`config.mk`:
```
export PLATFORM = sky130hd
export DESIGN_NAME = dram_slot_arbiter
export DESIGN_NICKNAME = d
export VERILOG_FILES = /design/src/rtl/dram_slot_pkg.sv /design/src/rtl/slot_phase_ctr.sv /design/src/rtl/slot_strobe_dec.sv /design/src/rtl/slot_addr_mux.sv /design/src/rtl/dram_slot_arbiter.sv
export SDC_FILE = /design/constraint.sdc
export NUM_CORES = 1
export LEC_CHECK = 0
export BUFFER_PORTS_ARGS = -buffer_cell sky130_fd_sc_hd__buf_2
export CAP_MARGIN = 0
export CORE_AREA = 2 2 106 108
export CTS_BUF_LIST = sky130_fd_sc_hd__clkbuf_8
export CTS_CLUSTER_DIAMETER = 30
export CTS_CLUSTER_SIZE = 10
export DETAILED_ROUTE_END_ITERATION = 8
export DIE_AREA = 0 0 108 110
export GPL_TIMING_DRIVEN = 0
export HOLD_SLACK_MARGIN = 0.08
export PLACE_DENSITY = 0.5
export RECOVER_POWER = 100
export SYNTH_ARGS = -nofsm -noshare
export SYNTH_HDL_FRONTEND = slang
export SYNTH_SLANG_ARGS = --single-unit
```
`constraint.sdc`:
```
create_clock -name clk_i -period 3.1 [get_ports clk_i]
set_input_delay 0.31 -clock clk_i [delete_from_list [all_inputs] [get_ports clk_i]]
set_output_delay 0.31 -clock clk_i [all_outputs]
set_load 0.1 [all_outputs]
```
`src/rtl/dram_slot_pkg.sv`:
```
package dram_slot_pkg;

   localparam int PH_W = 5;
   typedef logic [PH_W-1:0] phase_t;

   typedef enum logic [1:0] {
      REQ_NONE = 2'd0,
      REQ_RD   = 2'd1,
      REQ_WR   = 2'd2,
      REQ_IO   = 2'd3
   } cpu_req_e;

   // CPU slot: phases 0..11
   localparam phase_t CPU_RAS_LO = 5'd2;
   localparam phase_t CPU_RAS_HI = 5'd9;
   localparam phase_t CPU_COL_AT = 5'd4;
   localparam phase_t CPU_CAS_LO = 5'd6;
   localparam phase_t CPU_CAS_HI = 5'd9;
   localparam phase_t CPU_REL_LO = 5'd4;
   localparam phase_t CPU_REL_HI = 5'd11;

   // video slot: phases 12..31
   localparam phase_t VID_START  = 5'd12;
   localparam phase_t VID_RAS_LO = 5'd14;
   localparam phase_t VID_RAS_HI = 5'd29;
   localparam int     VID_BYTES  = 2;
   localparam int     VID_COL0   = 16;
   localparam int     VID_CAS0   = 18;
   localparam int     VID_STEP   = 6;
   localparam int     VID_CASLEN = 4;

   typedef struct packed {
      logic                 ras;
      logic                 cas;
      logic                 we;
      logic                 wait_rel;
      logic [VID_BYTES-1:0] vlat;
      logic                 rd_valid;
   } strobe_t;

   function automatic logic in_win(input phase_t p, input phase_t lo, input phase_t hi);
      return (p >= lo) && (p <= hi);
   endfunction

endpackage

```
`src/rtl/slot_phase_ctr.sv`:
```
module slot_phase_ctr
   import dram_slot_pkg::*;
(
   input  logic   clk_i,
   input  logic   rst_i,
   output phase_t phase_q,
   output phase_t phase_nx
);

   assign phase_nx = phase_q + phase_t'(1);

   always_ff @(posedge clk_i) begin
      if (rst_i) phase_q <= '0;
      else       phase_q <= phase_nx;
   end

endmodule

```
`src/rtl/slot_strobe_dec.sv`:
```
module slot_strobe_dec
   import dram_slot_pkg::*;
(
   input  phase_t   ph_i,
   input  cpu_req_e req_i,
   input  logic     ven_i,
   output strobe_t  st_o
);

   logic                 mem_acc;
   logic [VID_BYTES-1:0] vcas;
   logic [VID_BYTES-1:0] vlat;

   assign mem_acc = (req_i == REQ_RD) || (req_i == REQ_WR);

   for (genvar b = 0; b < VID_BYTES; b++) begin : g_vbyte
      localparam int     LO_I = VID_CAS0 + b * VID_STEP;
      localparam phase_t LO   = phase_t'(LO_I);
      localparam phase_t HI   = phase_t'(LO_I + VID_CASLEN - 1);
      assign vcas[b] = ven_i && in_win(ph_i, LO, HI);
      assign vlat[b] = ven_i && (ph_i == HI);
   end

   always_comb begin
      st_o          = '0;
      st_o.ras      = in_win(ph_i, CPU_RAS_LO, CPU_RAS_HI) ||
                      (ven_i && in_win(ph_i, VID_RAS_LO, VID_RAS_HI));
      st_o.cas      = (mem_acc && in_win(ph_i, CPU_CAS_LO, CPU_CAS_HI)) || (|vcas);
      st_o.we       = (req_i == REQ_WR) && in_win(ph_i, CPU_CAS_LO, CPU_CAS_HI);
      st_o.wait_rel = in_win(ph_i, CPU_REL_LO, CPU_REL_HI);
      st_o.vlat     = vlat;
      st_o.rd_valid = (req_i == REQ_RD) && (ph_i == CPU_CAS_HI);
   end

endmodule

```
`src/rtl/slot_addr_mux.sv`:
```
module slot_addr_mux
   import dram_slot_pkg::*;
#(
   parameter int ADDR_W = 16,
   localparam int HALF_W = ADDR_W / 2
) (
   input  phase_t              ph_i,
   input  logic [ADDR_W-1:0]   cpu_addr_i,
   input  logic [ADDR_W-2:0]   vid_addr_i,
   output logic [HALF_W-1:0]   addr_o
);

   logic [HALF_W-1:0] vcol [VID_BYTES];
   logic [HALF_W-1:0] vrow;

   assign vrow = vid_addr_i[ADDR_W-2:HALF_W-1];

   for (genvar b = 0; b < VID_BYTES; b++) begin : g_vcol
      assign vcol[b] = {vid_addr_i[HALF_W-2:0], 1'(b)};
   end

   localparam phase_t COL1_AT = phase_t'(VID_COL0 + VID_STEP);
   localparam phase_t COL0_AT = phase_t'(VID_COL0);

   always_comb begin
      if (ph_i < CPU_COL_AT)      addr_o = cpu_addr_i[ADDR_W-1:HALF_W];
      else if (ph_i < VID_START)  addr_o = cpu_addr_i[HALF_W-1:0];
      else if (ph_i < COL0_AT)    addr_o = vrow;
      else if (ph_i < COL1_AT)    addr_o = vcol[0];
      else                        addr_o = vcol[1];
   end

endmodule

```
`src/rtl/dram_slot_arbiter.sv`:
```
module dram_slot_arbiter
   import dram_slot_pkg::*;
#(
   parameter int ADDR_W = 16,
   localparam int HALF_W = ADDR_W / 2,
   localparam int VADDR_W = ADDR_W - 1
) (
   input  logic                 clk_i,
   input  logic                 rst_i,
   input  logic [1:0]           cpu_req_i,
   input  logic [ADDR_W-1:0]    cpu_addr_i,
   input  logic [VADDR_W-1:0]   vid_addr_i,
   input  logic                 vid_en_i,
   output logic                 ras_n_o,
   output logic                 cas_n_o,
   output logic                 we_n_o,
   output logic [HALF_W-1:0]    dram_addr_o,
   output logic                 wait_n_o,
   output logic [VID_BYTES-1:0] vid_latch_o,
   output logic                 cpu_rd_valid_o
);

   if (ADDR_W < 4 || (ADDR_W % 2) != 0) begin : g_bad_addr_w
      $error("dram_slot_arbiter: ADDR_W must be even and at least 4");
   end

   phase_t              ph_q, ph_nx;
   cpu_req_e            req_q, req_eff;
   logic [ADDR_W-1:0]   caddr_q, caddr_eff;
   logic                ven_q, ven_eff;
   logic [VADDR_W-1:0]  vaddr_q, vaddr_eff;
   strobe_t             st;
   logic [HALF_W-1:0]   addr_nx;
   logic                frame_start, vid_start;

   slot_phase_ctr u_ctr (
      .clk_i   (clk_i),
      .rst_i   (rst_i),
      .phase_q (ph_q),
      .phase_nx(ph_nx)
   );

   assign frame_start = (ph_nx == '0);
   assign vid_start   = (ph_nx == VID_START);
   assign req_eff     = frame_start ? cpu_req_e'(cpu_req_i) : req_q;
   assign caddr_eff   = frame_start ? cpu_addr_i : caddr_q;
   assign ven_eff     = vid_start ? vid_en_i : ven_q;
   assign vaddr_eff   = vid_start ? vid_addr_i : vaddr_q;

   slot_strobe_dec u_dec (
      .ph_i (ph_nx),
      .req_i(req_eff),
      .ven_i(ven_eff),
      .st_o (st)
   );

   slot_addr_mux #(.ADDR_W(ADDR_W)) u_mux (
      .ph_i      (ph_nx),
      .cpu_addr_i(caddr_eff),
      .vid_addr_i(vaddr_eff),
      .addr_o    (addr_nx)
   );

   always_ff @(posedge clk_i) begin
      if (rst_i) begin
         req_q          <= REQ_NONE;
         caddr_q        <= '0;
         ven_q          <= 1'b0;
         vaddr_q        <= '0;
         ras_n_o        <= 1'b1;
         cas_n_o        <= 1'b1;
         we_n_o         <= 1'b1;
         wait_n_o       <= 1'b0;
         vid_latch_o    <= '0;
         cpu_rd_valid_o <= 1'b0;
         dram_addr_o    <= '0;
      end else begin
         req_q          <= req_eff;
         caddr_q        <= caddr_eff;
         ven_q          <= ven_eff;
         vaddr_q        <= vaddr_eff;
         ras_n_o        <= ~st.ras;
         cas_n_o        <= ~st.cas;
         we_n_o         <= ~st.we;
         wait_n_o       <= st.wait_rel;
         vid_latch_o    <= st.vlat;
         cpu_rd_valid_o <= st.rd_valid;
         dram_addr_o    <= addr_nx;
      end
   end

   // a column strobe only inside an open row
   a_r4_cas_inside_ras: assert property (@(posedge clk_i) disable iff (rst_i)
      !cas_n_o |-> !ras_n_o);

   // write enable only while a column strobe is low
   a_r5_we_with_cas: assert property (@(posedge clk_i) disable iff (rst_i)
      !we_n_o |-> !cas_n_o);

   // column address held while its strobe is low
   a_r8_col_held: assert property (@(posedge clk_i) disable iff (rst_i)
      (!cas_n_o && $past(!cas_n_o)) |-> $stable(dram_addr_o));

   // latch strobes fall inside a read column strobe
   a_r9_latch_in_read: assert property (@(posedge clk_i) disable iff (rst_i)
      ((|vid_latch_o) || cpu_rd_valid_o) |-> (!cas_n_o && we_n_o));

   // read-valid lasts a single cycle
   a_r9_rdv_single: assert property (@(posedge clk_i) disable iff (rst_i)
      cpu_rd_valid_o |=> !cpu_rd_valid_o);

   // CPU held off for the whole video slot
   a_r2_wait_in_video: assert property (@(posedge clk_i) disable iff (rst_i)
      (ph_q >= VID_START) |-> !wait_n_o);

   // CPU row open mid-slot whatever the request
   a_r3_cpu_row_open: assert property (@(posedge clk_i) disable iff (rst_i)
      (ph_q == CPU_CAS_LO) |-> !ras_n_o);

   // at most one latch strobe at a time
   a_r1_one_latch: assert property (@(posedge clk_i) disable iff (rst_i)
      $onehot0({vid_latch_o, cpu_rd_valid_o}));

endmodule

```
Word-level counts from Yosys, hierarchy flattened
Cells that the tools add are included.
{ "totals": {"word_cells": 64, "reg_bits": 54, "output_inout_bits": 15, "inputBits": 36} }
{ "op_classes": {"n_reduce_logical": 19, "add_sub_neg": 1, "mux": 8, "eq_ne": 6, "n_lt_le_gt_ge": 15, "bitwise_logic": 3} }
{ "op_table": {"columns": ["operator", "n"], "rows": [
  ["$mux W8", 3],
  ["$mux W16", 1],
  ["$le A5 B5 Y1 const B", 3],
  ["$mux W15", 1],
  ["$logic_and A1 B1 Y1", 14],
  ["$eq A5 B4 Y1 const B", 2],
  ["$eq A5 B5 Y1 const B", 2],
  ["$ge A5 B3 Y1 const B", 2],
  ["$ge A5 B5 Y1 const B", 2],
  ["$le A5 B4 Y1 const B", 2],
  ["$lt A5 B5 Y1 const B", 2],
  ["$add A5 B1 Y5 const B", 1],
  ["$ge A5 B2 Y1 const B", 1],
  ["$ge A5 B4 Y1 const B", 1],
  ["$logic_not A5 Y1", 1],
  ["$lt A5 B3 Y1 const B", 1],
  ["$lt A5 B4 Y1 const B", 1],
  ["$logic_or A1 B1 Y1", 3],
  ["$not A1 Y1", 3],
  ["$eq A2 B1 Y1 const B", 1],
  ["$eq A2 B2 Y1 const B", 1],
  ["$mux W1", 2],
  ["$mux W2", 1],
  ["$reduce_or A2 Y1", 1]
]} }

Depth between registers and ports, before layout
{ "logic_depth": {"depth_word": 8, "ltp_mapped": 11} }

Hierarchy
Synthesis repeated with hierarchy kept, for this count alone.
{ "hier_totals": {"hier_cells": 316, "hier_area_um2": 3234.4} }
{ "modules_own_cells": {"columns": ["module", "instances", "cells_each", "area_per_inst_um2"], "rows": [
  ["dram_slot_arbiter", 1, 219, 2342.2],
  ["slot_addr_mux", 1, 48, 459.2],
  ["slot_phase_ctr", 1, 21, 230.2],
  ["slot_strobe_dec", 1, 28, 202.7]
]} }

Worst setup path after synthesis
Ideal clock, no wire load.
{ "synth_timing": {"kind": "flip-flop to flip-flop", "start": "reg u_ctr.phase_q[0]", "end": "reg ven_q", "path_buffers": 3, "setup_slack_ns": 0.725, "arrival_ns": 2.260, "path_stages_with_launch": 11, "setup_time_ns": 0.115, "period_less_slack_ns": 2.375, "path_cell_list": "dfxtp_1 buf_2 inv_1 ha_1 buf_2 nor2b_1 buf_4 and4_4 a31oi_4 mux2_1 and2_1"} }
{ "synth_between": {"elab_chain_cells": 3} }
{ "synth_rtl": {"columns": ["element", "line_no", "source"], "rows": [
  ["from (decl)", "slot_phase_ctr.sv:6", "output phase_t phase_q,"],
  ["from (signal assigned)", "slot_phase_ctr.sv:14", "else phase_q <= phase_nx;"],
  ["$add A5 B1 Y5", "slot_phase_ctr.sv:10", "assign phase_nx = phase_q + phase_t'(1);"],
  ["net ph_nx[0]", "dram_slot_arbiter.sv:27", "phase_t ph_q, ph_nx;"],
  ["$eq A5 B4 Y1", "dram_slot_arbiter.sv:44", "assign vid_start = (ph_nx == VID_START);"],
  ["$mux W1", "dram_slot_arbiter.sv:47", "assign ven_eff = vid_start ? vid_en_i : ven_q;"],
  ["to (signal assigned)", "dram_slot_arbiter.sv:80", "ven_q <= ven_eff;"],
  ["to (decl)", "dram_slot_arbiter.sv:30", "logic ven_q, ven_eff;"]
]} }
The timed path passes the listed nets, and every way through them passes these cells.
A chain may end at the register's enable or synchronous reset.

Worst setup path after layout
{ "layout_timing": {"start": "reg u_ctr.phase_q[0]", "end": "reg ras_n_o"} }
{ "layout_between": {"elab_chain_cells": 6} }
{ "layout_rtl": {"columns": ["element", "line_no", "source"], "rows": [
  ["$add A5 B1 Y5 (*)", "slot_phase_ctr.sv:10", null],
  ["net ph_nx[0]", "dram_slot_arbiter.sv:27", null],
  ["$ge A5 B4 Y1 (tied with other cells)", "dram_slot_pkg.sv:42", "return (p >= lo) && (p <= hi);"],
  ["$logic_and A1 B1 Y1 or $mux W1 (tied branches)", "dram_slot_pkg.sv:42, dram_slot_arbiter.sv:47", null],
  ["$logic_and A1 B1 Y1", "slot_strobe_dec.sv:27", "(ven_i && in_win(ph_i, VID_RAS_LO, VID_RAS_HI));"],
  ["$logic_or A1 B1 Y1 (*)", "slot_strobe_dec.sv:26", "st_o.ras = in_win(ph_i, CPU_RAS_LO, CPU_RAS_HI) ||"],
  ["$not A1 Y1 (*)", "dram_slot_arbiter.sv:82", "ras_n_o <= ~st.ras;"],
  ["to (signal assigned)", "dram_slot_arbiter.sv:82", null],
  ["to (decl)", "dram_slot_arbiter.sv:14", "output logic ras_n_o,"]
]} }
The timed path passes the listed nets; every way through them passes the cells marked *.

==> metrics.sh <==
STATUS='complete, no violations'
SYNTH.TOP_CELLS.BY_AREA='dfxtp_1 41%, mux2i_1 13%, nor2_1 6.3%, nand2_1 6.0%, a21o_1 2.8%'
GRTUSAGEMET1_PCT=15.5
FIN_SETUP_TNS_PS=0
AVGSYNTHCELLAREA_UM2=8.80
SYNTH.YOSYS.WARNINGS=0
IOS=51
WORST_SETUP_PATH_TYPE='register to register'
SYNTH-SIMPLE-AREA-SHARE_PCT=19.2
WORST-ENDPOINT-ARRIVAL_PS=3030
DRCVIOLATIONCOUNT=0
SYNTH_MUX_AREA_SHARE_PCT=13.3
FIN_AREA_MM2=0.00313
ANTENNA_LEFT=0
DRT_FIRST_ITER_VIOLATIONS=131
CRIT_PATH_MAX_FO=10
ASYNCSETRESETFLOPFRACSYNTH_PCT=0
WIRE_LENGTH_OF_THE_FIRST_GLOBAL_ROUTING_PASS_UM=10700
FINAL_LAYOUT_SIZE_SUFFIX_GT1_SHARE_PCT=17.6
CTS.SINK_COUNT=54
DP_HPWL_UM=5100
YOSYS.AREA_SHARE.XOR_XNOR_PCT=2.32
WORST_MARGIN_SLEW_PS=1190
LAYOUT.FILLER_CELLS=1159
RSZ_0062_RAISED_AFTER_GLOBAL_ROUTING='no'
WIRE_PER_INST_UM=13.5
FIRST_GLOBAL_VIAS=2046
GRT_START_MAX_NET_PINS=18
SYN2LAYOUT_AREA_GROWTH_PCT=18.8
TOTAL_LEAKAGE_POWER_nW=1.34
TRITONCTS.NUM_BUFFERS=5
WORST_EP_REQUIRED_TIME_PS=3350
GRT_OVERFLOW=0
YOSYS.AREA.TOP_TYPE_SHARE_PCT=41.0
DIE_AREA_MM2=0.0119
FINALHOLDVIOLCOUNT=0
REPORT.FINAL.SLEW_VIOL_COUNT=0
GRT.MET2_USAGE_PCT=18.2
CRIT_PATH_END_KIND='register'
YS_FF_LATCH=54
SYNTH-EDFF-COUNT=0
FINISH.CELL_COUNT_WITHOUT_FILLERS=498
DPL.CELL_COUNT=490
WHS_PS=219
FMAXACHIEVABLE_GHz=0.360
CLOCK_TRANSITION_AT_THE_REGISTERS_OF_THE_REPORTED_PATHS_PS=100
WORSTSETUPSTARTPOINTTYPE='register'
DOMINANTREGCELLSYNTH='dfxtp_1'
SYNTHESIS.AREA_MM2=0.00264
HOLD-PATH-CELL-COUNT=3
CRITICAL_PATH.REG2REG.STARTPOINT='u_ctr.phase_q[0]$_SDFF_PP0_'
CTS_REPAIR_RESIZE_COUNT=0
ANTENNADIODECOUNT=0
GRT_USAGE_PCT=11.7
LAYOUT_NETS=399
TOP_USAGE_LAYER='met2'
PERIOD_MINUS_SLACK_PS=2780
SYNTH_FA_HA_AREA_SHARE_PCT=2.84
CHIPWIDTH_UM=108
MAXCAPVIOLCOUNT=0
GLOBAL_PLACEMENT_ROUTABILITY_CONGESTION=0.835
GRT_ANTENNA_BEFORE_REPAIR=0
WORST_SLEW_MARGIN_REL_PCT=21.2
TOTAL_POWER_mW=1.40
TIMING.REG2REG.SETUP_SLACK_PS=320
POST-CTS-SETUP-BUFFER-COUNT=0
PORT_BUFFERS=50
LEADING_AREA_CONTRIBUTOR_AFTER_SYNTHESIS='dfxtp_1'
TRITONCTS='built'
SYNTH_TOP_FAMILY_BY_AREA='simple AND/OR/NAND/NOR gates'
VDD_IR_DROP_MAX_V=0.000152
DESIGN.CORE.AREA_MM2=0.0107
HTREE_NUM_LEVELS=2
CTS-ROOT-BUF='clkbuf_8'
START_UTIL_PCT=24.7
FIN_SKEW_PS=6.12
CLK_PATH_BUF_DEPTH=2
PLACEDINSTANCEAREA_MM2=0.00306
AREA_OF_THE_MULTI_INPUT_GATES_MM2=0.00140
SYNTH_COMPOUND_AREA_SHARE_PCT=15.9
TIMING.FINAL.CRIT_SHARE_PCT=89.7
POSTSYNTHCELLCOUNT=300
REGAREA_MM2=0.00108
POST_DRT_VIA_CELL_RATIO=4.52
SYNTH.YOSYS.SEQ_AREA_SHARE_PCT=41.0
CTS_HOLD_BUFFERS=0
ROUTE.VIAS.TOTAL=2251
CRITICAL_PATH.REG2REG.ENDPOINT='ras_n_o$_SDFF_PP1_'
POSTSYNTHNETCOUNT=342
FP.DIEH_UM=110
GR-USAGE-MET3_PCT=2.29
FIRST_PASS_ITERS=4
HOLDPATHEND='vaddr_q[5]$_SDFF_PP0_'
YOSYS.CELL_TYPES.COUNT=47
SETUP_VIOL_COUNT_FINAL=0
POWER_DENSITY_OF_THE_PLACED_CELLS_mW_PER_MM2=447
MIN-DELAY-START='vid_addr_i[5]'
INSERTION_DELAY_PS=320
FP-ROW-COUNT=38
FINAL_WL_UM=6730
R2R.WORST_PATH.CELLS=10
WORSTHOLDPATHTYPE='input port to register'
==> power breakdown <==
group	switching (mW)	internal, mW
logic	0.177	0.0726
clock network	0.253	0.185
registers	0.00653	0.707
total	0.437	0.965
==> cells in the mapped netlist (2+ instances only) <==
cell,number
nand2b_1,3
o31ai_1,4
nor2b_1,4
a221o_1,2
nand3_1,6
inv_1,5
clkbuf_1,7
o21ai_0,5
ha_1,6
dfxtp_1,54
and4_1,2
and2_1,2
and3_1,2
a21o_1,10
nor3_1,3
a31oi_1,10
o21bai_1,7
nand2_1,42
buf_6,2
xor2_1,2
o21ai_1,2
or2_2,2
buf_4,5
mux2i_1,34
buf_2,8
xnor2_1,5
nor2_1,44
a21oi_1,3
==> through the flow <==
step	utilization, %	setup slack, ps
final	29.3	321
after global routing	29.3	132
after CTS	29.6	338
after detailed placement	28.6	376
after global placement	28.6	410
after floorplan	-	725
==> cells by family (layout without fill, tap and decap cells) <==
| group | count (synthesis) | in the layout |
|---|---|---|
| AND/OR/NAND/NOR | 115 | 115 |
| flip-flops | 54 | 54 |
| buffers and inverters | 27 | 85 |
| AO/OA/AOI/OAI | 56 | 56 |
| adder cells (fa/ha/maj) | 6 | 6 |
| multiplexers | 35 | 35 |
| XOR/XNOR | 7 | 7 |
==> metal layers <==
metal | up-vias | share of wire [%]
li1 | 1142 | -
met1 | 1039 | 47
met2 | 60 | 46
met3 | 10 | 4.9
met4 | 0 | 2.3
met5 | - | 0
==> flip-flops by register name (all words and copies together), names as in the netlist <==
register,count
dram_addr_o,8
ven_q,1
caddr_q,16
cpu_rd_valid_o,1
cas_n_o,1
ras_n_o,1
vaddr_q,15
req_q,2
vid_latch_o,2
wait_n_o,1
we_n_o,1
u_ctr.phase_q,5
==> critical path, stage by stage, from the launching register on <==
cell	delay [ps]
dfxtp_1	470
buf_2	270
inv_1	90
ha_1	270
buf_2	190
nor2b_1	60
buf_4	180
and4_1	220
a31oi_4	370
mux2_1	380
a32oi_1	200
==> worst max path at each step <==
stage                           startpoint  slack [ps]                 end  depth (start not counted)
6_report       u_ctr.phase_q[0]$_SDFF_PP0_         320  ras_n_o$_SDFF_PP1_                         10
5_1_grt        u_ctr.phase_q[0]$_SDFF_PP0_         130  ras_n_o$_SDFF_PP1_                         10
4_1_cts        u_ctr.phase_q[0]$_SDFF_PP0_         340  ras_n_o$_SDFF_PP1_                         10
3_5_place_dp   u_ctr.phase_q[0]$_SDFF_PP0_         380  ras_n_o$_SDFF_PP1_                         10
3_3_place_gp   u_ctr.phase_q[0]$_SDFF_PP0_         410  ras_n_o$_SDFF_PP1_                         10
2_1_floorplan  u_ctr.phase_q[0]$_SDFF_PP0_         730    ven_q$_SDFF_PP0_                         10
==> layout make-up <==
class	count	share of cell area, %
multi-input combinational	219	44.8
sequential	54	34.5
timing repair buffer	50	7.35
tap	140	5.59
buffer	22	4.03
clock buffer	6	2.63
inverter	5	0.599
clock inverter	2	0.519
==> cells in the final DEF (no fill, tap or decap), types with 2 or more instances in the layout <==
cell,netlist,final
a21o_1,10,10
a21oi_1,3,3
a221o_1,2,2
a31oi_1,10,10
and2_1,2,2
and3_1,2,2
and4_1,2,3
buf_2,8,42
buf_4,5,5
buf_6,2,2
clkbuf_1,7,23
clkbuf_8,0,6
dfxtp_1,54,54
ha_1,6,6
inv_1,5,5
mux2i_1,34,34
nand2_1,42,42
nand2b_1,3,3
nand3_1,6,6
nor2_1,44,44
nor2b_1,4,4
nor3_1,3,3
o21ai_0,5,6
o21bai_1,7,7
o31ai_1,4,4
or2_2,2,2
xnor2_1,5,5
xor2_1,2,2
Power figures use the tool's default switching activity.
